[config.mk]
export PLATFORM = sky130hd
export DESIGN_NAME = qual_event_counter
export DESIGN_NICKNAME = d
export VERILOG_FILES = /design/src/rtl/qec_pkg.sv /design/src/rtl/qec_select.sv /design/src/rtl/qec_qualify.sv /design/src/rtl/qec_accum.sv /design/src/rtl/qual_event_counter.sv
export SDC_FILE = /design/constraint.sdc
export NUM_CORES = 1
export LEC_CHECK = 0
export ABC_AREA = 1
export BUFFER_PORTS_ARGS = -buffer_cell sky130_fd_sc_hd__buf_2
export CAP_MARGIN = 20
export CORE_MARGIN = 2
export CORE_UTILIZATION = 63
export DETAILED_ROUTE_END_ITERATION = 16
export PLACE_DENSITY_LB_ADDON = 0.08
export SLEW_MARGIN = 20
export SYNTH_ARGS = -nofsm -noshare
export SYNTH_HDL_FRONTEND = slang
export SYNTH_SLANG_ARGS = --single-unit
[constraint.sdc]
create_clock -name clk -period 33.2 [get_ports clk]
set_input_delay 0 -clock clk [delete_from_list [all_inputs] [get_ports clk]]
set_output_delay 0 -clock clk [all_outputs]
set_load 0.02 [all_outputs]
[src/rtl/qec_pkg.sv]
package qec_pkg;

    typedef struct packed {
        logic [7:0] thresh;
        logic [1:0] rsvd;
        logic       enable;
        logic       invert;
        logic       irq_en;
        logic       edge_md;
        logic       os_en;
        logic       usr_en;
        logic [7:0] umask;
        logic [7:0] code;
    } ctrl_t;

    localparam int CTRL_W = $bits(ctrl_t);

    typedef enum logic [1:0] {
        ADDR_CTRL = 2'd0,
        ADDR_CNT  = 2'd1,
        ADDR_STAT = 2'd2
    } reg_addr_t;

    typedef enum logic {
        EDG_LOW  = 1'b0,
        EDG_HIGH = 1'b1
    } edge_state_t;

    typedef enum logic {
        OVF_IDLE = 1'b0,
        OVF_PEND = 1'b1
    } ovf_state_t;

endpackage

[src/rtl/qec_select.sv]
module qec_select #(
    parameter int NUM_GRP   = 4,
    parameter int NSUB      = 8,
    parameter int EVT_W     = 3,
    parameter int CODE_BASE = 32,
    parameter int SUM_W     = 6
) (
    input  logic [NUM_GRP*NSUB*EVT_W-1:0] evt_cnt,
    input  logic [7:0]                    code,
    input  logic [7:0]                    umask,
    output logic [SUM_W-1:0]              sum
);
    logic [SUM_W-1:0] grp_sum [NUM_GRP];

    for (genvar g = 0; g < NUM_GRP; g++) begin : g_grp
        always_comb begin
            grp_sum[g] = '0;
            for (int s = 0; s < NSUB; s++) begin
                if ((umask == 8'd0) ? (s == 0) : umask[s]) begin
                    grp_sum[g] = grp_sum[g]
                        + SUM_W'(evt_cnt[(g*NSUB+s)*EVT_W +: EVT_W]);
                end
            end
        end
    end

    always_comb begin
        sum = '0;
        for (int g = 0; g < NUM_GRP; g++) begin
            if (code == 8'(CODE_BASE + g)) begin
                sum = grp_sum[g];
            end
        end
    end
endmodule

[src/rtl/qec_qualify.sv]
module qec_qualify
    import qec_pkg::*;
#(
    parameter int SUM_W = 6
) (
    input  logic             clk,
    input  logic             rst_n,
    input  logic [SUM_W-1:0] sum,
    input  logic [7:0]       thresh,
    input  logic             invert,
    input  logic             edge_md,
    input  logic             os_en,
    input  logic             usr_en,
    input  logic             enable,
    input  logic [1:0]       priv_lvl,
    input  logic             hist_clr,
    output logic [SUM_W-1:0] inc
);
    edge_state_t state_q, state_d;
    logic        cond;
    logic        priv_ok;
    logic        qual;

    always_comb begin
        if (thresh == 8'd0) begin
            cond = (sum != '0);
        end else if (invert) begin
            cond = 32'(sum) < 32'(thresh);
        end else begin
            cond = 32'(sum) >= 32'(thresh);
        end
        if (!os_en && !usr_en) begin
            priv_ok = 1'b1;
        end else begin
            priv_ok = (priv_lvl == 2'd0) ? os_en : usr_en;
        end
        qual = cond && priv_ok && enable;
    end

    always_comb begin
        state_d = state_q;
        if (hist_clr) begin
            state_d = EDG_LOW;
        end else begin
            unique case (state_q)
                EDG_LOW:  if (qual)  state_d = EDG_HIGH;
                EDG_HIGH: if (!qual) state_d = EDG_LOW;
                default:             state_d = EDG_LOW;
            endcase
        end
    end

    always_ff @(posedge clk or negedge rst_n) begin
        if (!rst_n) state_q <= EDG_LOW;
        else        state_q <= state_d;
    end

    always_comb begin
        inc = '0;
        if (edge_md) begin
            unique case (state_q)
                EDG_LOW:  inc = qual ? SUM_W'(1) : '0;
                EDG_HIGH: inc = '0;
                default:  inc = '0;
            endcase
        end else if (qual) begin
            inc = (thresh == 8'd0) ? sum : SUM_W'(1);
        end
    end

    // edge mode never adds more than one per cycle
    p_edge_unit_r6: assert property (@(posedge clk) disable iff (!rst_n)
        edge_md |-> (inc <= SUM_W'(1)));

    // without a history reset, two edge counts are never adjacent
    p_edge_single_r6: assert property (@(posedge clk) disable iff (!rst_n)
        ($past(inc != '0) && $past(edge_md) && !$past(hist_clr) && edge_md)
        |-> (inc == '0));
endmodule

[src/rtl/qec_accum.sv]
module qec_accum
    import qec_pkg::*;
#(
    parameter int CTR_W = 40,
    parameter int SUM_W = 6
) (
    input  logic             clk,
    input  logic             rst_n,
    input  logic [SUM_W-1:0] inc,
    input  logic             cnt_wr,
    input  logic [CTR_W-1:0] cnt_wdata,
    input  logic             stat_clr,
    input  logic             irq_en,
    output logic [CTR_W-1:0] count,
    output logic             ovf_flag,
    output logic             irq
);
    localparam int EXT_W = CTR_W + 1;

    ovf_state_t       state_q, state_d;
    logic [EXT_W-1:0] nxt;
    logic             carry;

    assign nxt   = EXT_W'(count) + EXT_W'(inc);
    assign carry = nxt[CTR_W] && !cnt_wr;

    always_ff @(posedge clk or negedge rst_n) begin
        if (!rst_n)      count <= '0;
        else if (cnt_wr) count <= cnt_wdata;
        else             count <= nxt[CTR_W-1:0];
    end

    always_comb begin
        state_d = state_q;
        unique case (state_q)
            OVF_IDLE: if (carry)              state_d = OVF_PEND;
            OVF_PEND: if (stat_clr && !carry) state_d = OVF_IDLE;
            default:                          state_d = OVF_IDLE;
        endcase
    end

    always_ff @(posedge clk or negedge rst_n) begin
        if (!rst_n) state_q <= OVF_IDLE;
        else        state_q <= state_d;
    end

    always_comb begin
        ovf_flag = (state_q == OVF_PEND);
        irq      = ovf_flag && irq_en;
    end

    // software write wins
    p_write_wins_r9: assert property (@(posedge clk) disable iff (!rst_n)
        $past(cnt_wr) |-> (count == $past(cnt_wdata)));

    // a wrap leaves the flag set
    p_wrap_flags_r10: assert property (@(posedge clk) disable iff (!rst_n)
        ($past(count) > count && !$past(cnt_wr)) |-> ovf_flag);

    // flag is sticky until cleared
    p_sticky_r10: assert property (@(posedge clk) disable iff (!rst_n)
        ($past(ovf_flag) && !$past(stat_clr)) |-> ovf_flag);
endmodule

[src/rtl/qual_event_counter.sv]
module qual_event_counter
    import qec_pkg::*;
#(
    parameter int NUM_GRP   = 4,
    parameter int NSUB      = 8,
    parameter int EVT_W     = 3,
    parameter int CODE_BASE = 32,
    parameter int CTR_W     = 40
) (
    input  logic                          clk,
    input  logic                          rst_n,
    input  logic [NUM_GRP*NSUB*EVT_W-1:0] evt_cnt,
    input  logic [1:0]                    priv_lvl,
    input  logic                          reg_wr,
    input  logic [1:0]                    reg_addr,
    input  logic [CTR_W-1:0]              reg_wdata,
    output logic [CTR_W-1:0]              reg_rdata,
    output logic                          irq
);
    localparam int MAX_SUM = NSUB * ((1 << EVT_W) - 1);
    localparam int SUM_W   = $clog2(MAX_SUM + 1);

    ctrl_t            ctrl_q;
    logic             ctrl_wr, cnt_wr, stat_clr;
    logic [SUM_W-1:0] sum, inc;
    logic [CTR_W-1:0] count;
    logic             ovf_flag;

    always_comb begin
        ctrl_wr  = reg_wr && (reg_addr == ADDR_CTRL);
        cnt_wr   = reg_wr && (reg_addr == ADDR_CNT);
        stat_clr = reg_wr && (reg_addr == ADDR_STAT) && reg_wdata[0];
    end

    always_ff @(posedge clk or negedge rst_n) begin
        if (!rst_n)       ctrl_q <= '0;
        else if (ctrl_wr) ctrl_q <= ctrl_t'(reg_wdata[CTRL_W-1:0]);
    end

    always_comb begin
        unique case (reg_addr)
            ADDR_CTRL: reg_rdata = CTR_W'(ctrl_q);
            ADDR_CNT:  reg_rdata = count;
            ADDR_STAT: reg_rdata = CTR_W'(ovf_flag);
            default:   reg_rdata = '0;
        endcase
    end

    qec_select #(
        .NUM_GRP(NUM_GRP), .NSUB(NSUB), .EVT_W(EVT_W),
        .CODE_BASE(CODE_BASE), .SUM_W(SUM_W)
    ) u_sel (
        .evt_cnt(evt_cnt), .code(ctrl_q.code), .umask(ctrl_q.umask), .sum(sum)
    );

    qec_qualify #(.SUM_W(SUM_W)) u_qual (
        .clk(clk), .rst_n(rst_n), .sum(sum), .thresh(ctrl_q.thresh),
        .invert(ctrl_q.invert), .edge_md(ctrl_q.edge_md),
        .os_en(ctrl_q.os_en), .usr_en(ctrl_q.usr_en), .enable(ctrl_q.enable),
        .priv_lvl(priv_lvl), .hist_clr(ctrl_wr), .inc(inc)
    );

    qec_accum #(.CTR_W(CTR_W), .SUM_W(SUM_W)) u_acc (
        .clk(clk), .rst_n(rst_n), .inc(inc), .cnt_wr(cnt_wr),
        .cnt_wdata(reg_wdata), .stat_clr(stat_clr), .irq_en(ctrl_q.irq_en),
        .count(count), .ovf_flag(ovf_flag), .irq(irq)
    );

    // disabled counter holds unless written
    p_disabled_hold_r8: assert property (@(posedge clk) disable iff (!rst_n)
        ($past(!ctrl_q.enable) && !$past(cnt_wr)) |-> (count == $past(count)));

    // kernel-only filter blocks user levels
    p_priv_block_r7: assert property (@(posedge clk) disable iff (!rst_n)
        ($past(ctrl_q.os_en && !ctrl_q.usr_en && priv_lvl != 2'd0) && !$past(cnt_wr))
        |-> (count == $past(count)));
endmodule

; After elaboration in Yosys (flattened, before gate mapping)
; Index checks and enable logic that the tools add are counted.
[classes]
bitwise = 2
add_sub_neg = 29
reduce_logical = 19
magnitude_cmp = 2
eq_ne = 6
mux = 60
[op_table]
columns = cell, n
row1 = 6-bit two-way mux, 35
row2 = 6-bit by 3-bit adder with 6-bit output, 24
row3 = 40-bit one-hot mux with 3 select lines, 1
row4 = 40-bit by 6-bit adder with 41-bit output, 1
row5 = 40-bit two-way mux, 1
row6 = "8-bit by 6-bit == test with 1-bit output, second input constant", 4
row7 = 1-bit two-way mux, 17
row8 = 3-bit by 3-bit adder with 4-bit output, 4
row9 = 8-bit zero test, 2
row10 = 3-bit two-way mux, 4
row11 = 6-bit one-hot mux with 2 select lines, 1
row12 = 1-bit logical AND, 10
row13 = 6-bit by 8-bit greater-or-equal comparator with 1-bit output, 1
row14 = 6-bit by 8-bit less-than comparator with 1-bit output, 1
row15 = 6-bit nonzero test, 1
row16 = 1-bit zero test, 4
row17 = 2-bit zero test, 2
row18 = "2-bit by 1-bit == test with 1-bit output, second input constant", 1
row19 = "2-bit == test, second input constant", 1
row20 = 1-bit NOT, 2
row21 = 1-bit one-hot mux with 2 select lines, 1
[totals]
inputBits = 143
out_inout_bits = 41
regBits = 74

; Logic depth before layout (Yosys ltp)
; Gate-level depths: netlist of the first run.
[logic_depth]
ltp_word = 35
depth_mapped = 92
depth_no_buf = 90

; By module
; From an unflattened synthesis of the first run, not the netlist that was laid out.
[hier_totals]
hier_cells = 1926
area_unflattened_um2 = 11647.4
[modules_own_cells]
columns = mod, seq_area_each_um2, cells_each, area_per_inst_um2, instances
row1 = qec_select, 0.0, 1093, 6314.8, 1
row2 = qec_accum, 1026.0, 486, 3052.9, 1
row3 = qual_event_counter, 800.8, 272, 1851.8, 1
row4 = qec_qualify, 25.0, 75, 427.9, 1

; Worst setup path before layout of the first run
; No wires, ideal clock.
[synth_timing]
path_type = reg2reg
from = reg ctrl_q[9] (netlist bit)
to = reg u_acc.count[38]
period_less_slack_ns = 11.197
t_arrival_ns = 11.080
setup_slack_ns = 22.003
path_buffers = 2
t_required_ns = 33.084
setup_time_ns = 0.116
path_stages_with_launch = 81
path_cell_list = dfrtp_1 -> buf_6 -> nor2_1 -> nand2_1 -> o21ai_2 -> buf_6 -> inv_2 -> nor2_1 -> ha_1 -> inv_1 -> fa_1 -> o21ai_1 -> inv_1 -> fa_1 -> o21ai_1 -> inv_1 -> fa_1 -> or2_2 -> [45 not listed] -> nand3_1 -> nor2_2 -> nand2_1 -> nor2_2 -> inv_2 -> nor2_2 -> nand4_1 -> nor2_1 -> inv_2 -> nor2_2 -> inv_2 -> nor2_1 -> inv_1 -> nor2_1 -> nand3_1 -> xor2_1 -> nand2_1 -> nand2_1
[synth_via]
elab_chain_cells = 31
word_cells_on_any_way = 87
cone_classes = add/sub: 29 / order compare: 2 / mux: 52 / reduce/logical: 4
[synth_rtl]
columns = item, line
row1 = "start, declared", qual_event_counter.sv:23  ; ctrl_t ctrl_q;
row2 = "start signal, assigned", qual_event_counter.sv:37  ; else if (ctrl_wr) ctrl_q <= ctrl_t'(reg_wdata[CTRL_W-1:0]);
row3 = 8-bit zero test, qec_select.sv:19  ; if ((umask == 8'd0) ? (s == 0) : umask[s]) begin
row4 = 1-bit two-way mux, qec_select.sv:19
row5 = 3-bit two-way mux, qec_select.sv:19
row6 = 3-bit by 3-bit adder with 4-bit output, qec_select.sv:21  ; + SUM_W'(evt_cnt[(g*NSUB+s)*EVT_W +: EVT_W]);
row7 = 6-bit two-way mux, qec_select.sv:19
row8 = 6-bit by 3-bit adder with 6-bit output, qec_select.sv:21
row9 = 6-bit two-way mux, qec_select.sv:19
row10 = 6-bit by 3-bit adder with 6-bit output, qec_select.sv:21
row11 = [14 not listed], n/a
row12 = 1-bit two-way mux, qec_qualify.sv:27  ; end else if (invert) begin
row13 = 1-bit two-way mux, qec_qualify.sv:25  ; if (thresh == 8'd0) begin
row14 = 1-bit logical AND (2 in series), qec_qualify.sv:37  ; qual = cond && priv_ok && enable;
row15 = 1-bit two-way mux, qec_qualify.sv:62  ; EDG_LOW: inc = qual ? SUM_W'(1) : '0;
row16 = 6-bit one-hot mux with 2 select lines, qec_qualify.sv:61  ; unique case (state_q)
row17 = 6-bit two-way mux *, qec_qualify.sv:60  ; if (edge_md) begin
row18 = 40-bit by 6-bit adder with 41-bit output *, qec_accum.sv:24  ; assign nxt = EXT_W'(count) + EXT_W'(inc);
row19 = 40-bit two-way mux *, qec_accum.sv:29  ; else if (cnt_wr) count <= cnt_wdata;
row20 = "end signal, assigned", qec_accum.sv:29
row21 = "end signal, assigned", qec_accum.sv:30  ; else count <= nxt[CTR_W-1:0];
row22 = "end, declared", qec_accum.sv:14  ; output logic [CTR_W-1:0] count,
; Mark *: on every way between the ends. The rest lies on a longest branch, timed or not. The select of a mux whose other input is x is not followed.
; A chain may end at the register's enable or synchronous reset.

; Worst setup path after layout of the first run
[layout_timing]
from = reg ctrl_q[15] (netlist bit)
to = reg u_acc.count[39]
; Same word-level chain as after synthesis.

==> impl_metrics.env, run 1 <==
export IMPL_max_slew_margin=0.272
export IMPL_ys_types=47
export IMPL_drcViolationCount=0
export IMPL_cts_tree="yes"
export IMPL_yosysTopAreaCell="dfrtp_1"
export IMPL_r2r_cells=77
export IMPL_start_util=0.647
export IMPL_htreeDepth=3
export IMPL_leakage_nw=6.21
export IMPL_start_kind="register"
export IMPL_grt_pass1_wl_um=48000
export IMPL_grt_pass1_vias=10000
export IMPL_min_from="reg_wr"
export IMPL_port_buffer_count=183
export IMPL_drv_cap=0
export IMPL_dp_hpwl_um=23200
export IMPL_postCtsSetupBuffers=0
export IMPL_synth_fp_nets=1793
export IMPL_worst_path_max_delay_cell="dfrtp_1"
export IMPL_core_area_mm2=0.0152
export IMPL_post_cts_resize_count=0
export IMPL_vias_per_cell=5.59
export IMPL_irDropWorstVdd_mv=0.0418
export IMPL_yosysTopAreaCellShare=0.188
export IMPL_path_class="register to register"
export IMPL_clock_power_share=0.174
export IMPL_switching_share=0.492
export IMPL_cts_sinks=74
export IMPL_synth_top_family_by_area="simple AND/OR/NAND/NOR gates"
export IMPL_grt_overflow_total=0
export IMPL_critPathCaptureType="register"
export IMPL_critical_path_max_fanout=11
export IMPL_fp_row_count=45
export IMPL_placed_area_mm2=0.0108
export IMPL_num_vias=10700
export IMPL_cts_hold_buffers_added=41
export IMPL_fin_crit_sh=0.399
export IMPL_drive_gt1_frac=0.163
export IMPL_holdWs_ns=0.0518
export IMPL_period_minus_slack_ns=13.25
export IMPL_drt_iter0_markers=856
export IMPL_synth_area_leaders="dfrtp_1, nand2_1, ha_1"
export IMPL_clk_pin_slew_worst_paths_ns=0.06
export IMPL_synth_ff_latch_count=74
export IMPL_final_nets=1989
export IMPL_reg2reg_to="u_acc.count[39]$_DFF_PN0_"
export IMPL_numCtsBuffers=9
export IMPL_synth_fa_ha_area_frac=0.182
export IMPL_tightest_slew_ns=1.08
export IMPL_post_route_cell_area_mm2=0.0115
export IMPL_avgRoutedWirePerCell_um=15.7
export IMPL_synthFlopType="dfrtp_1"
export IMPL_dr_pass1_iters=6
export IMPL_internal_power_uw=309
export IMPL_p_total_uw=608
export IMPL_slowest_delay_ns=0.53
export IMPL_antenna_found_initial=0
export IMPL_grt_start_max_net_pins=75
export IMPL_cts_root_buffer="clkbuf_16"
export IMPL_synthArstFlopShare=1.00
export IMPL_wl_um=29900
export IMPL_worst_clock_skew_ns=0.00766
export IMPL_die_h_um=129
export IMPL_syn_to_final_growth_pct=17.3
export IMPL_netSwitchingPower_uw=299
export IMPL_antenna_diode_count=0
export IMPL_hold_depth=4
export IMPL_cp_data_required_time_ns=33.41
export IMPL_layout_commonest_cell="nand2_1"
export IMPL_path_buf_inv=11
export IMPL_p_seq_frac=0.205
export IMPL_synthXorXnorAreaFrac=0.0490
export IMPL_yosys_area_share_simple=0.310
export IMPL_synthMuxAreaShare=0
export IMPL_tns_ns=0
export IMPL_syn_inst=1524
export IMPL_status="finished clean"
export IMPL_finalSetupViolCount=0
export IMPL_layout_common_cells="nand2_1, inv_1, buf_2"
export IMPL_path_common_cell="nand2_1"
export IMPL_final_antenna_net_count=0
export IMPL_yosysSeqAreaShare=0.188
export IMPL_cpLargestDelayFamily="simple AND/OR/NAND/NOR gates"
export IMPL_r2r_start="ctrl_q[15]$_DFFE_PN0P_"
export IMPL_fp_dieW_um=129
export IMPL_multi_input_area_mm2=0.00682
export IMPL_cts_buffer_depth=2
export IMPL_fp_dieArea_mm2=0.0166
export IMPL_max_freq_ghz=0.0755
export IMPL_grt_total_usage=0.366
export IMPL_rsz0062_at_grt="false"
export IMPL_avgSynthCellArea_um2=6.45
export IMPL_worstSkewPairLatency_ns=0.34
export IMPL_num_io_pins=184
export IMPL_synth_edf_count=0
export IMPL_r2r_setup_slack_ns=19.95
export IMPL_critPathArrivalTime_ns=13.47
export IMPL_drv_slew=0
export IMPL_synth_compound_area_share=0.151
export IMPL_hp_class="input pin to register"
export IMPL_seq_area_mm2=0.00185
export IMPL_gp_congestion=0.961
export IMPL_p_comb_frac=0.621
export IMPL_power_density_mw_per_mm2=52.7
export IMPL_hold_violations=0
export IMPL_fill_cells=1220
export IMPL_ys_warn_count=0
export IMPL_syn_cell_area_mm2=0.00983
export IMPL_whs_endpoint="u_acc.ovf_flag$_DFF_PN0_"
==> state kept, by name, summed over array words and instances (netlist names) <==
signal	cells
ctrl_q	32
u_acc.count	40
u_acc.ovf_flag	1
u_qual.state_q	1
==> synthesized netlist by cell type, types with 10 or more instances <==
cell	count
dfrtp_1	74
a21oi_1	73
nor3_1	16
ha_1	98
clkbuf_1	27
nand3_1	82
inv_1	238
o22ai_1	17
fa_1	28
nand2_1	405
o21ai_0	92
a31oi_1	15
nor2_2	10
nor2_1	128
xor2_1	40
o21ai_1	22
nor4_1	11
nand2_2	17
xnor2_1	15
or2_2	18
==> worst min-delay path: stages <==
cell,delay [ns]
buf_2,0.11
nand3_1,0.07
o21ai_0,0.08
o41ai_1,0.09
==> area by class of cell <==
type	count	share of cell area
multi-input combinational	1154	0.591
clock buffer	9	0.0195
sequential	74	0.161
clock inverter	6	0.00792
tap	188	0.0204
timing repair buffer	230	0.119
inverter	251	0.0817
==> per-layer routing <==
layer	routed length (um)	track usage	vias to the layer above
met1	12400	0.481	4808
met2	13700	0.606	540
met4	892	0.113	0
li1	-	-	5277
met5	0	0	-
met3	2960	0.0807	63
==> kinds of logic after synthesis <==
kind of cell             Yosys count
AO/OA/AOI/OAI                    261
XOR/XNOR                          55
adder cells (fa/ha/maj)          126
buffers and inverters            296
flip-flops                        74
AND/OR/NAND/NOR                  712
==> how the worst max path moves through the flow <==
stage                                      start                        end  slack (ns)  depth (start not counted)
after global routing       ctrl_q[9]$_DFFE_PN0P_  u_acc.count[39]$_DFF_PN0_       18.79                         77
after floorplan            ctrl_q[9]$_DFFE_PN0P_  u_acc.count[38]$_DFF_PN0_       22.00                         80
after global placement    ctrl_q[15]$_DFFE_PN0P_  u_acc.count[38]$_DFF_PN0_       20.71                         78
after detailed placement   ctrl_q[9]$_DFFE_PN0P_  u_acc.count[39]$_DFF_PN0_       20.23                         77
after CTS                 ctrl_q[15]$_DFFE_PN0P_  u_acc.count[39]$_DFF_PN0_       20.11                         77
final                     ctrl_q[15]$_DFFE_PN0P_  u_acc.count[39]$_DFF_PN0_       19.95                         77
==> power by group through the flow <==
stage | logic [mW] | clock network (mW) | registers (mW)
finish | 0.377 | 0.106 | 0.125
global route | 0.433 | 0.110 | 0.126
CTS | 0.373 | 0.106 | 0.124
detailed placement | 0.368 | 0 | 0.125
global placement | 0.356 | 0 | 0.124
floorplan | 0.280 | 0 | 0.117
==> through the flow <==
| stage | utilization | cells | worst slack [ns] |
|---|---|---|---|
| floorplan | - | 1524 | 22.00 |
| global placement | 0.711 | 1856 | 20.71 |
| detailed placement | 0.711 | 1856 | 20.23 |
| CTS | 0.759 | 1912 | 20.11 |
| global route | 0.759 | 1912 | 18.79 |
| finish | 0.759 | 1912 | 19.95 |
(Power assumes the default switching activity.)
==> run 2, diff against run 1 <==
ABC_AREA = 0   (was 1)
CORE_UTILIZATION = 59   (was 63)
clock period = 13.15 ns   (was 33.2 ns; I/O delays follow)
==> run 2 against run 1 <==
Against the previous run: global-route usage is 5.5 points lower; clock-buffer cell count is 1 higher; sequential share of layout area is 1.3 points lower; synthesized cell count is 15% lower; worst hold slack worse by 0.035 ns; clock power grew to 2.5 times the previous value; sequential power grew to 2.6 times the previous value; fmax is 8.7% higher; flip-flop and latch count stayed put.
==> impl_metrics.env, run 2 <==
export IMPL_yosysSeqAreaShare=0.173
export IMPL_antenna_found_initial=0
export IMPL_cp_data_required_time_ns=13.34
export IMPL_period_minus_slack_ns=12.19
export IMPL_worst_path_max_delay_cell="fa_1"
export IMPL_synth_area_leaders="dfrtp_1, ha_1, fa_1"
export IMPL_port_buffer_count=183
export IMPL_dp_slack_ns=0.697
export IMPL_gp_congestion=0.920
export IMPL_largest_register_ffs=40
export IMPL_avgSynthCellArea_um2=8.20
export IMPL_cts_sinks=74
export IMPL_worst_clock_skew_ns=0.0113
export IMPL_tns_ns=0
export IMPL_yosysTopAreaCellShare=0.173
export IMPL_die_h_um=139
export IMPL_syn_inst=1303
export IMPL_synth_ff_latch_count=74
export IMPL_tightest_slew_ns=0.961
export IMPL_path_class="register to register"
export IMPL_drv_cap=0
export IMPL_instances_no_fill=1735
export IMPL_grt_start_max_net_pins=75
export IMPL_irDropWorstVdd_mv=0.110
export IMPL_place_inst=1675
export IMPL_cts_tree="yes"
export IMPL_vias_per_cell=5.92
export IMPL_biggestRegsByFlops="u_acc.count (40), ctrl_q (32)"
export IMPL_fp_dieW_um=139
export IMPL_final_antenna_net_count=0
export IMPL_slowest_delay_ns=0.58
export IMPL_dr_pass1_iters=5
export IMPL_fp_row_count=49
export IMPL_status="finished clean"
export IMPL_max_freq_ghz=0.0820
export IMPL_layout_commonest_cell="buf_2"
export IMPL_drive_gt1_frac=0.216
export IMPL_max_slew_margin=0.360
export IMPL_syn_to_final_growth_pct=17.2
export IMPL_synth_fp_nets=1572
export IMPL_synthArstFlopShare=1.00
export IMPL_fin_crit_sh=0.927
export IMPL_rsz0062_at_grt="false"
export IMPL_num_vias=10300
export IMPL_critical_path_max_fanout=7
export IMPL_ys_warn_count=0
export IMPL_final_nets=1770
export IMPL_hp_class="input pin to register"
export IMPL_hold_violations=0
export IMPL_synth_most_common_cell="nor2_1"
export IMPL_synth_edf_count=0
export IMPL_syn_cell_area_mm2=0.0107
export IMPL_finalSetupViolCount=0
export IMPL_num_io_pins=184
export IMPL_largest_register="u_acc.count"
export IMPL_grt_overflow_total=0
export IMPL_avgRoutedWirePerCell_um=17.4
export IMPL_cts_buffer_depth=2
export IMPL_grt_pass1_wl_um=49100
export IMPL_multi_input_area_mm2=0.00820
export IMPL_ys_types=101
export IMPL_critPathArrivalTime_ns=12.38
export IMPL_grt_total_usage=0.311
export IMPL_htreeDepth=3
export IMPL_drcViolationCount=0
export IMPL_yosys_top_cells_count="nor2_1, inv_1, a21oi_1"
export IMPL_start_util=0.599
export IMPL_leakage_nw=5.82
export IMPL_fin_ws_ns=0.958
export IMPL_grt_pass1_vias=10000
export IMPL_worstSkewPairLatency_ns=0.34
export IMPL_cts_root_buffer="clkbuf_16"
export IMPL_synthFlopType="dfrtp_1"
export IMPL_yosysTopAreaCell="dfrtp_1"
export IMPL_numCtsBuffers=9
export IMPL_fp_dieArea_mm2=0.0192
export IMPL_start_kind="register"
export IMPL_fill_cells=1422
export IMPL_seq_area_mm2=0.00185
export IMPL_critPathCaptureType="register"
export IMPL_drt_iter0_markers=639
export IMPL_power_density_mw_per_mm2=162
export IMPL_path_common_cell="fa_1"
export IMPL_drv_slew=0
export IMPL_layout_common_cells="buf_2, nor2_1, inv_1"
export IMPL_core_area_mm2=0.0178
export IMPL_antenna_diode_count=0
export IMPL_dp_hpwl_um=23300
export IMPL_wl_um=30100
export IMPL_clk_pin_slew_worst_paths_ns=0.06
## run 2: cell count changes after synthesis, moves of 34 or more
cell	before	now
inv_1	238	100
mux2_2	0	42
nand3_1	82	18
nand2_1	405	87
xnor2_1	15	59
nor2b_1	0	35
mux2i_1	0	53
o21ai_0	92	58
## run 2: final cells by class
class | count | share of cell area
multi-input cells | 1071 | 0.656
flip-flops and latches | 74 | 0.148
repair buffers | 240 | 0.116
inverters | 105 | 0.0315
well taps | 229 | 0.0229
clock buffers | 10 | 0.0191
clock inverters | 6 | 0.00700
## run 2: where the power goes
group / switching [mW] / leakage (nW) / internal (mW) / total [mW]
sequential: 0.0537 / 0.852 / 0.274 / 0.328
combinational: 0.800 / 4.81 / 0.627 / 1.43
clock: 0.0962 / 0.163 / 0.172 / 0.268
## run 2: path summary, 6_finish.rpt
| kind | slack [ns] | start | to | cells past startpoint |
|---|---|---|---|---|
| max | 0.96 | ctrl_q[13]$_DFFE_PN0P_ | u_acc.count[38]$_DFF_PN0_ | 57 |
| min | 0.02 | reg_wr | u_acc.ovf_flag$_DFF_PN0_ | 4 |
| max reg2reg | 0.96 | ctrl_q[13]$_DFFE_PN0P_ | u_acc.count[38]$_DFF_PN0_ | 57 |
| min reg2reg | 0.52 | ctrl_q[23]$_DFFE_PN0P_ | ctrl_q[23]$_DFFE_PN0P_ | 1 |
| max in group asynchronous | 12.16 | rst_n | u_acc.count[10]$_DFF_PN0_ | 2 |
| min in group asynchronous | 0.33 | rst_n | u_acc.count[27]$_DFF_PN0_ | 2 |
## run 2: cell families after synthesis
group,count (synthesis),synth area share
flip-flops,74,0.173
multiplexers,95,0.0940
buffers and inverters,158,0.0597
adder cells (fa/ha/maj),126,0.167
XOR/XNOR,104,0.0985
AND/OR/NAND/NOR,403,0.189
AO/OA/AOI/OAI,343,0.218
## run 2: metrics by stage
step | hold WS, ns | power [mW] | util | area (um2)
2_1_floorplan | -0.296 | 1.41 | - | 10700
3_3_place_gp | 0.203 | 1.69 | 0.658 | 11700
3_5_place_dp | 0.202 | 1.73 | 0.658 | 11700
4_1_cts | 0.0109 | 2.02 | 0.700 | 12500
5_1_grt | 0.0395 | 2.21 | 0.701 | 12500
6_report | 0.0171 | 2.02 | 0.701 | 12500
## run 2: layer usage
| metal | track usage | vias to the layer above | part of all wire |
|---|---|---|---|
| li1 | - | 5009 | - |
| met1 | 0.399 | 4832 | 0.43 |
| met2 | 0.516 | 347 | 0.46 |
| met3 | 0.0546 | 80 | 0.064 |
| met4 | 0.142 | 0 | 0.046 |
| met5 | 0 | - | 0 |
## run 2: repair_timing
item,4_1_cts,5_1_grt
gates resized for setup,0,2
setup endpoints to repair,0,6
hold buffers,41,0
endpoints found under the hold margin,145,0
buffers inserted,0,3
## run 2: worst max-delay path: cells and delay by family (launching register included)
kind            cells  cell delay (ns)
compound gates     23             3.84
flops               1             0.41
buf+inv             8             0.73
mux                 2             0.39
xor+xnor            1             0.14
fa+ha+maj          10             4.10
simple gates       13             2.45
==> run 3, diff against run 2 <==
CORE_UTILIZATION = 60   (was 59)
CTS_BUF_LIST = sky130_fd_sc_hd__clkbuf_4 sky130_fd_sc_hd__clkbuf_8   (was default)
REMOVE_ABC_BUFFERS = 1   (was default)
SYNTH_HIERARCHICAL = 1   (was default)
==> run 3 against run 2 <==
Against the previous run: largest cell class unchanged; global-route usage is 0.97 points lower; sequential share of layout area increased by 0.51 points; worst setup slack better by 0.19 ns; first-iteration DRC count increased by 11%.
==> impl_metrics.env, run 3 <==
export IMPL_critPathCaptureType="register"
export IMPL_avgRoutedWirePerCell_um=16.6
export IMPL_worstSkewPairLatency_ns=0.36
export IMPL_worst_clock_skew_ns=0.0182
export IMPL_holdWs_ns=0.0429
export IMPL_power_density_mw_per_mm2=164
export IMPL_syn_cell_area_mm2=0.0105
export IMPL_largest_register_ffs=40
export IMPL_drive_gt1_frac=0.221
export IMPL_hp_class="input pin to register"
export IMPL_largest_register="u_acc/count"
export IMPL_cts_sinks=74
export IMPL_grt_overflow_total=0
export IMPL_num_io_pins=184
export IMPL_ys_warn_count=6
export IMPL_cpLargestDelayFamily="adder cells"
export IMPL_dp_slack_ns=1.31
export IMPL_vias_per_cell=5.96
export IMPL_critPathArrivalTime_ns=12.28
export IMPL_tns_ns=0
export IMPL_final_nets=1718
export IMPL_grt_start_max_net_pins=75
export IMPL_yosysTopAreaCellShare=0.177
export IMPL_cts_tree="yes"
export IMPL_tightest_slew_ns=1.12
export IMPL_worst_path_max_delay_cell="dfrtp_1"
export IMPL_rsz0062_at_grt="false"
export IMPL_drv_slew=0
export IMPL_numCtsBuffers=9
export IMPL_path_common_cell="fa_1"
export IMPL_yosysTopAreaCell="dfrtp_1"
export IMPL_clk_pin_slew_worst_paths_ns=0.08
export IMPL_post_cts_resize_count=0
export IMPL_synth_ff_latch_count=74
export IMPL_syn_to_final_growth_pct=15.5
export IMPL_path_buf_inv=4
export IMPL_finalSetupViolCount=0
export IMPL_die_h_um=136
export IMPL_port_buffer_count=183
export IMPL_layout_common_cells="buf_2, o21ai_0, nand2_1"
export IMPL_drt_iter0_markers=712
export IMPL_gp_congestion=0.929
export IMPL_hold_violations=0
export IMPL_grt_total_usage=0.302
export IMPL_syn_inst=1253
export IMPL_fp_dieW_um=136
export IMPL_fp_row_count=48
export IMPL_yosysSeqAreaShare=0.177
export IMPL_slowest_delay_ns=0.61
export IMPL_start_kind="register"
export IMPL_final_antenna_net_count=0
export IMPL_dr_pass1_iters=5
export IMPL_drcViolationCount=0
export IMPL_drv_cap=0
export IMPL_status="finished clean"
export IMPL_fp_dieArea_mm2=0.0185
export IMPL_num_vias=10000
export IMPL_synth_area_leaders="dfrtp_1, ha_1, mux2_2"
export IMPL_wl_um=27800
export IMPL_ys_types=91
export IMPL_yosys_top_cells_count="o21ai_0, nand2_1, ha_1"
export IMPL_grt_pass1_wl_um=45200
export IMPL_avgSynthCellArea_um2=8.35
export IMPL_critical_path_max_fanout=20
export IMPL_cts_buffer_depth=2
export IMPL_start_util=0.609
export IMPL_fin_ws_ns=1.15
export IMPL_cts_root_buffer="clkbuf_8"
export IMPL_irDropWorstVdd_mv=0.0923
export IMPL_synth_edf_count=0
export IMPL_antenna_found_initial=0
export IMPL_postCtsSetupBuffers=0
export IMPL_grt_pass1_vias=9411
export IMPL_antenna_diode_count=0
export IMPL_path_class="register to register"
export IMPL_biggestRegsByFlops="u_acc/count (40), ctrl_q (32)"
export IMPL_fin_crit_sh=0.912
export IMPL_core_area_mm2=0.0172
export IMPL_max_slew_margin=0.252
export IMPL_max_freq_ghz=0.0833
export IMPL_synthArstFlopShare=1.00
export IMPL_dp_hpwl_um=21200
export IMPL_synth_most_common_cell="o21ai_0"
export IMPL_htreeDepth=3
export IMPL_period_minus_slack_ns=12.00
export IMPL_layout_commonest_cell="buf_2"
export IMPL_synthFlopType="dfrtp_1"
export IMPL_cp_data_required_time_ns=13.43
export IMPL_leakage_nw=5.44
## run 3: final timing paths
check,slack (ns),startpoint,end,cells after the start
max in group asynchronous,12.18,rst_n,ctrl_q[10]$_DFFE_PN0P_,2
min,0.04,reg_wr,u_acc/ovf_flag$_DFF_PN0_,3
max,1.15,ctrl_q[15]$_DFFE_PN0P_,u_acc/count[36]$_DFF_PN0_,44
min reg2reg,0.52,ctrl_q[22]$_DFFE_PN0P_,ctrl_q[22]$_DFFE_PN0P_,1
max reg2reg,1.15,ctrl_q[15]$_DFFE_PN0P_,u_acc/count[36]$_DFF_PN0_,44
min in group asynchronous,0.34,rst_n,u_acc/count[39]$_DFF_PN0_,2
## run 3: cell type report
cell class,count,area [um2]
inverter,88,330
tap,225,282
clock inverter,6,51.3
clock buffer,10,131
fill,1455,5080
timing repair buffer,233,1400
sequential,74,1850
multi-input combinational,1043,8050
## run 3: per-layer routing
metal,up-vias,share of wire,global-route usage
li1,4922,-,-
met2,329,0.46,0.502
met4,0,0.014,0.0544
met5,-,0,0
met3,36,0.065,0.0350
met1,4724,0.46,0.427
## run 3: tightest hold or removal path: stages
cell,delay (ns)
buf_2,0.10
and4b_1,0.18
o32ai_1,0.07
## run 3: where the power goes
group	switching (mW)	total (mW)	internal, mW	leakage (nW)
clock network	0.0929	0.166	0.0728	0.0844
logic	0.828	1.49	0.663	4.48
registers	0.0557	0.325	0.270	0.877
total	0.977	1.98	1.01	5.44
## run 3: timing repair
| action | in CTS | in global routing |
|---|---|---|
| setup endpoints to repair | 0 | 0 |
| hold buffers | 41 | 0 |
| hold endpoints to repair | 146 | 0 |
## run 3: through the flow
stage	utilization	instance area, um2	instances	total power [mW]
4_1_cts	0.704	12100	1679	1.96
3_3_place_gp	0.669	11500	1622	1.74
5_1_grt	0.704	12100	1679	2.18
6_report	0.704	12100	1679	1.98
3_5_place_dp	0.669	11500	1622	1.78
2_1_floorplan	-	10200	1205	1.44
## run 3: cell families (layout without fill, tap and decap cells)
group                      count (synthesis)  count (layout)  share of synthesized area
AOI/OAI and AO/OA                        311             311                      0.192
muxes                                    124             124                      0.131
DFF                                       74              74                      0.177
buffers and inverters                    136             337                     0.0542
and+or+nand+nor                          399             399                      0.201
xor gates and xnor gates                  83              83                     0.0736
adders and majority gates                126             126                      0.171
